==> src/rtl/spi_hold_pkg.sv <==
package spi_hold_pkg;
  typedef enum logic [1:0] {
    PS_RUN        = 2'd0,
    PS_ENTER_WAIT = 2'd1,
    PS_PAUSED     = 2'd2,
    PS_EXIT_WAIT  = 2'd3
  } pause_state_e;
endpackage

==> src/rtl/spi_pin_sync.sv <==
module spi_pin_sync #(
  parameter int unsigned WIDTH  = 3,
  parameter int unsigned STAGES = 2,
  parameter logic [WIDTH-1:0] RST_VAL = '0
) (
  input  logic             clk,
  input  logic             rst_n,
  input  logic [WIDTH-1:0] pin_async,
  output logic [WIDTH-1:0] pin_sync
);
  logic [WIDTH-1:0] chain [STAGES];

  for (genvar s = 0; s < STAGES; s++) begin : g_stage
    logic [WIDTH-1:0] d;
    if (s == 0) begin : g_first
      assign d = pin_async;
    end else begin : g_rest
      assign d = chain[s-1];
    end
    always_ff @(posedge clk or negedge rst_n) begin
      if (!rst_n) chain[s] <= RST_VAL;
      else        chain[s] <= d;
    end
  end

  assign pin_sync = chain[STAGES-1];
endmodule

==> src/rtl/spi_hold_fsm.sv <==
module spi_hold_fsm
  import spi_hold_pkg::*;
(
  input  logic clk,
  input  logic rst_n,
  input  logic cs_n_s,
  input  logic sck_s,
  input  logic hold_n_s,
  output logic sck_rise,
  output logic paused
);
  pause_state_e state_q, state_d;
  logic sck_q, hold_n_q;
  logic sck_fall, hold_fall, hold_rise;

  always_ff @(posedge clk or negedge rst_n) begin
    if (!rst_n) begin
      sck_q    <= 1'b0;
      hold_n_q <= 1'b1;
    end else begin
      sck_q    <= sck_s;
      hold_n_q <= hold_n_s;
    end
  end

  assign sck_rise  =  sck_s & ~sck_q;
  assign sck_fall  = ~sck_s &  sck_q;
  assign hold_fall = ~hold_n_s &  hold_n_q;
  assign hold_rise =  hold_n_s & ~hold_n_q;

  always_comb begin
    state_d = state_q;
    if (cs_n_s) begin
      state_d = PS_RUN;
    end else begin
      unique case (state_q)
        PS_RUN:        if (hold_fall) state_d = sck_s ? PS_ENTER_WAIT : PS_PAUSED;
        PS_ENTER_WAIT: if (hold_rise)     state_d = PS_RUN;
                       else if (sck_fall) state_d = PS_PAUSED;
        PS_PAUSED:     if (hold_rise) state_d = sck_s ? PS_EXIT_WAIT : PS_RUN;
        PS_EXIT_WAIT:  if (hold_fall)     state_d = PS_PAUSED;
                       else if (sck_fall) state_d = PS_RUN;
        default:       state_d = PS_RUN;
      endcase
    end
  end

  always_ff @(posedge clk or negedge rst_n) begin
    if (!rst_n) state_q <= PS_RUN;
    else        state_q <= state_d;
  end

  assign paused = (state_q == PS_PAUSED) || (state_q == PS_EXIT_WAIT);

  AST_PAUSE_ENTRY_SCK_LOW: assert property (@(posedge clk) disable iff (!rst_n)
    $rose(paused) |-> !$past(sck_s));
  AST_PAUSE_EXIT_SCK_LOW: assert property (@(posedge clk) disable iff (!rst_n)
    ($fell(paused) && !$past(cs_n_s)) |-> !$past(sck_s));
  AST_DESELECT_CLEARS_PAUSE: assert property (@(posedge clk) disable iff (!rst_n)
    cs_n_s |=> !paused);
endmodule

==> src/rtl/spi_bit_counter.sv <==
module spi_bit_counter #(
  parameter int unsigned BIT_W = 3
) (
  input  logic             clk,
  input  logic             rst_n,
  input  logic             clear,
  input  logic             step,
  input  logic             frozen,
  output logic [BIT_W-1:0] count
);
  logic [BIT_W-1:0] cnt_q, cnt_d;

  always_comb begin
    cnt_d = cnt_q;
    if (clear)     cnt_d = '0;
    else if (step) cnt_d = cnt_q + 1'b1;
  end

  always_ff @(posedge clk or negedge rst_n) begin
    if (!rst_n) cnt_q <= '0;
    else        cnt_q <= cnt_d;
  end

  assign count = cnt_q;

  AST_COUNT_FROZEN_IN_PAUSE: assert property (@(posedge clk) disable iff (!rst_n)
    (frozen && !clear) |=> $stable(cnt_q));
  AST_COUNT_CLEARED: assert property (@(posedge clk) disable iff (!rst_n)
    clear |=> (cnt_q == '0));
endmodule

==> src/rtl/spi_hold_pwr_ctrl.sv <==
module spi_hold_pwr_ctrl #(
  parameter int unsigned SYNC_STAGES = 2,
  parameter int unsigned BIT_W       = 3
) (
  input  logic             clk,
  input  logic             rst_n,
  input  logic             cs_n_pin,
  input  logic             sck_pin,
  input  logic             hold_n_pin,
  input  logic             wr_busy,
  output logic             shift_en,
  output logic             sdo_oe,
  output logic [BIT_W-1:0] bit_cnt,
  output logic             standby
);
  localparam int unsigned NPIN = 3;
  localparam logic [NPIN-1:0] PIN_IDLE = 3'b101; // {cs_n, sck, hold_n}

  logic rst_meta, rst_int_n;
  always_ff @(posedge clk or negedge rst_n) begin
    if (!rst_n) begin
      rst_meta  <= 1'b0;
      rst_int_n <= 1'b0;
    end else begin
      rst_meta  <= 1'b1;
      rst_int_n <= rst_meta;
    end
  end

  logic [NPIN-1:0] pins_s;
  logic cs_n_s, sck_s, hold_n_s;

  spi_pin_sync #(.WIDTH(NPIN), .STAGES(SYNC_STAGES), .RST_VAL(PIN_IDLE)) u_sync (
    .clk       (clk),
    .rst_n     (rst_int_n),
    .pin_async ({cs_n_pin, sck_pin, hold_n_pin}),
    .pin_sync  (pins_s)
  );
  assign {cs_n_s, sck_s, hold_n_s} = pins_s;

  logic sck_rise, paused;

  spi_hold_fsm u_fsm (
    .clk      (clk),
    .rst_n    (rst_int_n),
    .cs_n_s   (cs_n_s),
    .sck_s    (sck_s),
    .hold_n_s (hold_n_s),
    .sck_rise (sck_rise),
    .paused   (paused)
  );

  logic step_en;
  assign step_en = sck_rise & ~cs_n_s & ~paused;

  spi_bit_counter #(.BIT_W(BIT_W)) u_cnt (
    .clk    (clk),
    .rst_n  (rst_int_n),
    .clear  (cs_n_s),
    .step   (step_en),
    .frozen (paused),
    .count  (bit_cnt)
  );

  logic standby_q, standby_d;
  assign standby_d = cs_n_s & ~wr_busy;

  always_ff @(posedge clk or negedge rst_int_n) begin
    if (!rst_int_n) standby_q <= 1'b0;
    else            standby_q <= standby_d;
  end

  assign shift_en = step_en;
  assign sdo_oe   = ~cs_n_s & ~paused;
  assign standby  = standby_q;

  AST_NO_SHIFT_IN_PAUSE: assert property (@(posedge clk) disable iff (!rst_int_n)
    paused |-> !shift_en);
  AST_BUSY_BLOCKS_STANDBY: assert property (@(posedge clk) disable iff (!rst_int_n)
    wr_busy |=> !standby);
  AST_NO_OE_DESELECTED: assert property (@(posedge clk) disable iff (!rst_int_n)
    $past(cs_n_s) && cs_n_s |-> !sdo_oe);
endmodule

==> config.mk <==
export PLATFORM = sky130hd
export DESIGN_NAME = spi_hold_pwr_ctrl
export DESIGN_NICKNAME = d
export VERILOG_FILES = /design/src/rtl/spi_hold_pkg.sv /design/src/rtl/spi_pin_sync.sv /design/src/rtl/spi_hold_fsm.sv /design/src/rtl/spi_bit_counter.sv /design/src/rtl/spi_hold_pwr_ctrl.sv
export SDC_FILE = /design/constraint.sdc
export NUM_CORES = 1
export LEC_CHECK = 0
export BUFFER_PORTS_ARGS = -buffer_cell sky130_fd_sc_hd__buf_2
export CAP_MARGIN = 10
export CORE_AREA = 2 2 39 41
export CTS_CLUSTER_DIAMETER = 50
export CTS_CLUSTER_SIZE = 12
export DETAILED_ROUTE_END_ITERATION = 10
export DIE_AREA = 0 0 41 43
export GPL_TIMING_DRIVEN = 0
export PLACE_DENSITY_LB_ADDON = 0.2
export SLEW_MARGIN = 0
export SYNTH_ARGS = -nofsm -noshare
export SYNTH_HDL_FRONTEND = slang
export SYNTH_SLANG_ARGS = --single-unit
==> constraint.sdc <==
create_clock -name clk -period 1.3 [get_ports clk]
set_input_delay 0.26 -clock clk [delete_from_list [all_inputs] [get_ports clk]]
set_output_delay 0.26 -clock clk [all_outputs]
set_load 0.02 [all_outputs]
==> results of run 1 <==
## metal layers
layer | GRT usage [%] | routed length [um]
met1 | 16.2 | 405
met2 | 18.4 | 413
met3 | 3.14 | 42
met4 | 8.00 | 4
met5 | 0 | 0
## synthesized netlist by cell type
| cell | number |
|---|---|
| inv_1 | 2 |
| ha_1 | 1 |
| mux2i_1 | 2 |
| dfstp_2 | 5 |
| o221ai_1 | 1 |
| and2_1 | 1 |
| nand2b_1 | 3 |
| nand2_1 | 2 |
| o21ai_0 | 1 |
| nor2b_2 | 1 |
| xor2_1 | 1 |
| nor3b_4 | 1 |
| a41oi_2 | 1 |
| buf_6 | 1 |
| conb_1 | 1 |
| xnor2_1 | 2 |
| nand3b_1 | 1 |
| dfrtp_1 | 11 |
| a211oi_2 | 2 |
| nor2_1 | 6 |
| nor3b_2 | 1 |
## cells by family (layout without fill, tap and decap cells)
logic type / Yosys count / count (layout) / share of synthesized area, %
DFF: 16 / 16 / 63.0
and+or+nand+nor: 16 / 16 / 15.9
AOI/OAI and AO/OA: 5 / 5 / 8.53
xor gates and xnor gates: 3 / 3 / 4.07
buffers and inverters: 3 / 25 / 2.91
muxes: 2 / 2 / 3.10
adders and majority gates: 1 / 1 / 1.94
other: 1 / 1 / 0.581
## cells in the final DEF, fill, tap and decap left out
master and n:
a211oi_2 2, a41oi_2 1, and2_4 1, buf_2 9, buf_4 8, buf_6 1
clkbuf_4 3, clkbuf_8 1, conb_1 1, dfrtp_1 10, dfrtp_2 1, dfstp_2 5
dlygate4sd3_1 1, ha_1 1, inv_1 2, mux2i_1 2, nand2_1 1, nand2_2 1
nand2b_1 3, nand3b_1 1, nor2_1 6, nor2b_4 1, nor3b_2 1, nor3b_4 1
o21ai_0 1, o221ai_1 1, xnor2_1 2, xor2_1 1
## report_power, final
group | total [mW] | internal (mW) | switching, mW
Sequential | 0.575 | 0.538 | 0.0371
Combinational | 0.194 | 0.107 | 0.0870
Clock | 0.305 | 0.170 | 0.135
## how the worst max path moves through the flow
stage / startpoint / endpoint / cells after the start
global route: u_fsm.state_q[1] / shift_en / 3
CTS: u_fsm.state_q[1] / shift_en / 4
detailed placement: u_sync.pin_sync[0] / u_fsm.state_q[1] / 4
floorplan: u_sync.pin_sync[0] / u_fsm.state_q[1] / 4
global placement: u_sync.pin_sync[0] / u_fsm.state_q[1] / 4
finish: u_fsm.state_q[1] / shift_en / 3
## worst register-to-register path: stages (launching register included)
cell and delay, ns:
dfstp_2 0.57, nor3b_2 0.19, a211oi_2 0.06, a41oi_2 0.22, mux2i_1 0.23
## registers in the layout, indices dropped and copies added (netlist names)
register,flops
rst_meta,1
u_cnt.count,3
standby,1
u_sync.pin_sync,3
u_fsm.state_q,2
u_sync.g_stage.d,3
rst_int_n,1
u_fsm.hold_n_q,1
u_fsm.sck_q,1
## cell type report
type	instances	area, um2
Fill cell	128	556
Sequential cell	16	408
Multi-Input combinational cell	28	230
Timing Repair Buffer	19	126
Clock buffer	4	36.3
Tap cell	16	20.0
Inverter	2	7.51
## what timing repair did
action | in CTS | in global routing
buffers inserted | 6 | 2
endpoints found under the setup margin | 4 | 6
gates resized for setup | 4 | 3
cloned | 0 | 0
pin swaps | 5 | 2
hold buffers | 1 | 0
hold endpoints to repair | 2 | 0
## stage by stage
stage               setup TNS, ns  instances  util [%]
floorplan                       0         47         -
global placement           -0.118         74      52.1
detailed placement         -0.147         74      52.1
CTS                        -0.436         85      59.7
global route               -0.621         85      59.9
finish                     -0.294         85      59.9
==> flow_summary.yaml, run 1 <==
sta:
  tightestPinTransition_ns: 0.513
  hold_viol: 0
  period_share_pct: 111
  fin_skew_ns: 0.00147
  layout_setup_ws_ns: -0.148
  max_freq_ghz: 0.690
  rsz0062_at_grt: "true"
  drv_slew: 0
  fin_crit_ns: 1.45
  max-slew-margin-rel_pct: 65.8
  final-setup-viol-count: 3
  fin_hold_ws_ns: 0.0755
floorplan:
  dieArea_mm2: 0.00176
  core_mm2: 0.00138
  start_util_pct: 46.7
  die_h_um: 43
  boundaryPins: 12
  die_w_um: 41
  fp-row-count: 14
drt:
  postRouteAntennaNets: 0
  wl_per_cell_um: 10.2
  drtIter0Drc: 3
  wirelength_um: 865
  vias: 398
  drc: 0
  avgViaCountPerCell: 4.68
  first_pass_iters: 4
grt:
  grt_start_max_net_pins: 15
  grt_util_all_layers_pct: 12.7
  antenna_found_initial: 0
  grt_overflow: 0
  first_global_vias: 381
  grt_first_pass_wirelength_mm: 1.47
synthesis:
  synth.distinct_cells: 21
  syn_area_um2: 646
  yosys.area.top_type: "dfrtp_1"
  synth_top_area_share_pct: 42.6
  yosysSeqAreaShare_pct: 63.0
  netlist_instances: 47
  synth_fp_nets: 54
  synth-seq-cells: 16
  synth_area_leaders: "dfrtp_1, dfstp_2, a211oi_2"
  synth_warnings: 0
  postSynthAreaPerCell_um2: 13.7
hold_path:
  hold_class: "in -> reg"
  hold_path_end: "u_sync.g_stage[1].d[0]"
  worstHoldStart: "hold_n_pin"
  hold_path_depth: 1
cts:
  clkTransAtPathRegs_ns: 0.08
  clock_latency_ns: 0.27
  clock-sinks: 16
  tritoncts: "done"
  clk_path_buf_depth: 2
  numCtsBuffers: 3
  cts.htree.levels: 1
  cts_root_buf: "clkbuf_4"
worst_setup_path:
  crit_buf_inv: 1
  cpMaxStageDelayCell: "dfrtp_2"
  cp.required_ns: 1.04
  cp_cell_sequence: "nor3b_4 > and2_4 > buf_6"
  cp-start-kind: "register"
  rr_startpoint: "u_fsm.hold_n_q"
  path_class: "reg -> out"
  cp_top_family: "flip-flops"
  critPathMaxStageDelay_ns: 0.45
  timing.rr.end: "u_fsm.state_q[1]"
  cp.arrival_ns: 1.19
  end_kind: "output pin"
  reg2reg_depth: 4
  cp_max_fo: 3
  reg2reg_slack_ns: -0.05
cells_and_area:
  fin_area_um2: 828
  fin_nets: 77
  synthToLayoutAreaGrowth_pct: 28.3
  antenna_cells: 0
  drive_gt1_share_pct: 52.2
power:
  power_density_mw_per_mm2: 1300
  power_mw: 1.07
  peakVddDrop_v: 0.000723
  p_leak_nw: 0.390
placement:
  io_buffers: 11
  hpwl_um: 635
  gp_congestion: 0.605
  detailedPlace.worstSlack_ns: -0.0997
  postPlaceCellArea_um2: 721
run_status:
  status: "finished with violations"
  failed_checks: "negative setup slack"
run:
  cap_violations: 0
Note: power is estimated with default switching activity, not from simulation.
==> run 2: changes to the inputs <==
Settings changed: BUFFER_PORTS_ARGS -buffer_cell sky130_fd_sc_hd__buf_2 to -buffer_cell sky130_fd_sc_hd__clkbuf_2.
==> run 2 against run 1 <==
Net effect:
- the run still ends with negative setup slack left
- combinational power increased by 3%
- clock skew about the same
- via count decreased by 0.50%
- critical path type unchanged
- total power increased by 1.4%
- critical path depth unchanged
- final cell count decreased by 1.2%
- first-iteration DRC count decreased by 100%
==> flow_summary.yaml, run 2 (synthesized netlist as in run 1, its figures left out) <==
placement:
  gp_congestion: 0.612
  hpwl_um: 650
  io_buffers: 11
  postPlaceCellArea_um2: 721
  dp_cells: 74
worst_setup_path:
  critPathMaxStageDelay_ns: 0.45
  path_class: "reg -> out"
  cp_max_fo: 2
  cp_cell_sequence: "nor3b_4 > and2_4 > buf_8"
  end_kind: "output pin"
  rr_startpoint: "u_fsm.hold_n_q"
  cp_top_family: "flip-flops"
  cp.required_ns: 1.04
  crit_buf_inv: 1
  cpMaxStageDelayCell: "dfrtp_2"
  cp.arrival_ns: 1.21
  crit_start: "u_fsm.state_q[1]"
  cp-start-kind: "register"
cells_and_area:
  fin_nets: 76
  num-fill-cells: 122
  synthToLayoutAreaGrowth_pct: 29.8
  drive_gt1_share_pct: 51.5
  antenna_cells: 0
  fin_area_um2: 838
  final_cell_mix: "dfrtp_1, clkbuf_2, nor2_1"
  fin_cells: 84
  final_common_cell: "dfrtp_1"
power:
  peakVddDrop_v: 0.000807
  seqPwrFrac_pct: 52.9
  p_int_mw: 0.816
  p_leak_nw: 0.386
  p_clk_share_pct: 28.8
  p_switching_mw: 0.273
  power_mw: 1.09
  pwr-share-comb_pct: 18.3
  power_density_mw_per_mm2: 1300
  swShare_pct: 25.1
sta:
  period_share_pct: 113
  fin_crit_ns: 1.47
  hold_viol: 0
  rsz0062_at_grt: "true"
  max-slew-margin-rel_pct: 64.5
  max_freq_ghz: 0.681
  drv_slew: 0
  fin_skew_ns: 0.00101
  fin_hold_ws_ns: 0.0544
  tightestPinTransition_ns: 0.532
  final-setup-viol-count: 3
  layout_setup_ws_ns: -0.168
grt:
  grt_util_all_layers_pct: 13.5
  first_global_vias: 401
  grt_start_max_net_pins: 15
  grt_first_pass_wirelength_mm: 1.52
  antenna_found_initial: 0
  grt_overflow: 0
floorplan:
  core_mm2: 0.00138
  fp-row-count: 14
  die_h_um: 43
  start_util_pct: 46.7
  die_w_um: 41
  dieArea_mm2: 0.00176
  boundaryPins: 12
drt:
  postRouteAntennaNets: 0
  wl_per_cell_um: 11.5
  drtIter0Drc: 0
  vias: 396
  wirelength_um: 967
  first_pass_iters: 1
  avgViaCountPerCell: 4.71
  drc: 0
hold_path:
  hold_class: "in -> reg"
  worstHoldStart: "cs_n_pin"
run_status:
  failed_checks: "negative setup slack"
  status: "finished with violations"
run:
  cap_violations: 0
cts:
  clock_latency_ns: 0.28
  cts.htree.levels: 1
  clock-sinks: 16
  tritoncts: "done"
  cts_root_buf: "clkbuf_4"
  numCtsBuffers: 3
  clkTransAtPathRegs_ns: 0.09
  clk_path_buf_depth: 2
## run 2: cell count changes in the layout (fill, tap and decap cells not counted), sizes merged
cell / previous run / this run
clkbuf: 4 / 13
buf: 18 / 8
## run 2: what timing repair did
item	4_1_cts	5_1_grt
pin swaps	4	3
setup endpoints to repair	4	6
hold buffers	1	0
hold endpoints to repair	2	0
setup buffers	5	2
resized for setup	3	9
## run 2: path summary, 6_finish.rpt
check                                         end  cells past startpoint  slack (ns)
max                                      shift_en                      3       -0.17
min                        u_sync.g_stage[1].d[2]                      1        0.05
max reg2reg                      u_fsm.state_q[1]                      4       -0.06
min reg2reg                    u_sync.pin_sync[1]                      0        0.22
max in group asynchronous        u_fsm.state_q[1]                      0        0.70
min in group asynchronous      u_sync.pin_sync[1]                      0        0.22
## run 2: final cells by class
cell class,instances,area [um2],share of cell area [%]
multi-input combinational,28,236,28.2
sequential,16,408,48.7
tap,16,20.0,2.39
clock buffer,4,36.3,4.33
inverter,2,7.51,0.896
timing repair buffer,18,130,15.5
## run 2: stage by stage
step / setup TNS (ns) / setup WS [ns] / util, %
2_1_floorplan: 0 / 0.0187 / -
3_3_place_gp: -0.132 / -0.0868 / 52.1
3_5_place_dp: -0.165 / -0.101 / 52.1
4_1_cts: -0.569 / -0.214 / 59.0
5_1_grt: -0.628 / -0.241 / 60.6
6_report: -0.320 / -0.168 / 60.6
## run 2: per-layer routing
layer / share of wire (%) / GRT usage [%] / vias to the layer above
li1: - / - / 194
met1: 44 / 16.6 / 194
met2: 53 / 20.6 / 8
met3: 2.8 / 1.57 / 0
met4: 0 / 10.0 / 0
met5: 0 / 0 / -
## run 2: power by group through the flow
| stage | Clock [mW] | Combinational [mW] | Sequential (mW) |
|---|---|---|---|
| 2_1_floorplan | 0 | 0.120 | 0.582 |
| 3_3_place_gp | 0 | 0.163 | 0.579 |
| 3_5_place_dp | 0 | 0.163 | 0.581 |
| 4_1_cts | 0.325 | 0.202 | 0.569 |
| 5_1_grt | 0.350 | 0.218 | 0.583 |
| 6_report | 0.314 | 0.199 | 0.576 |
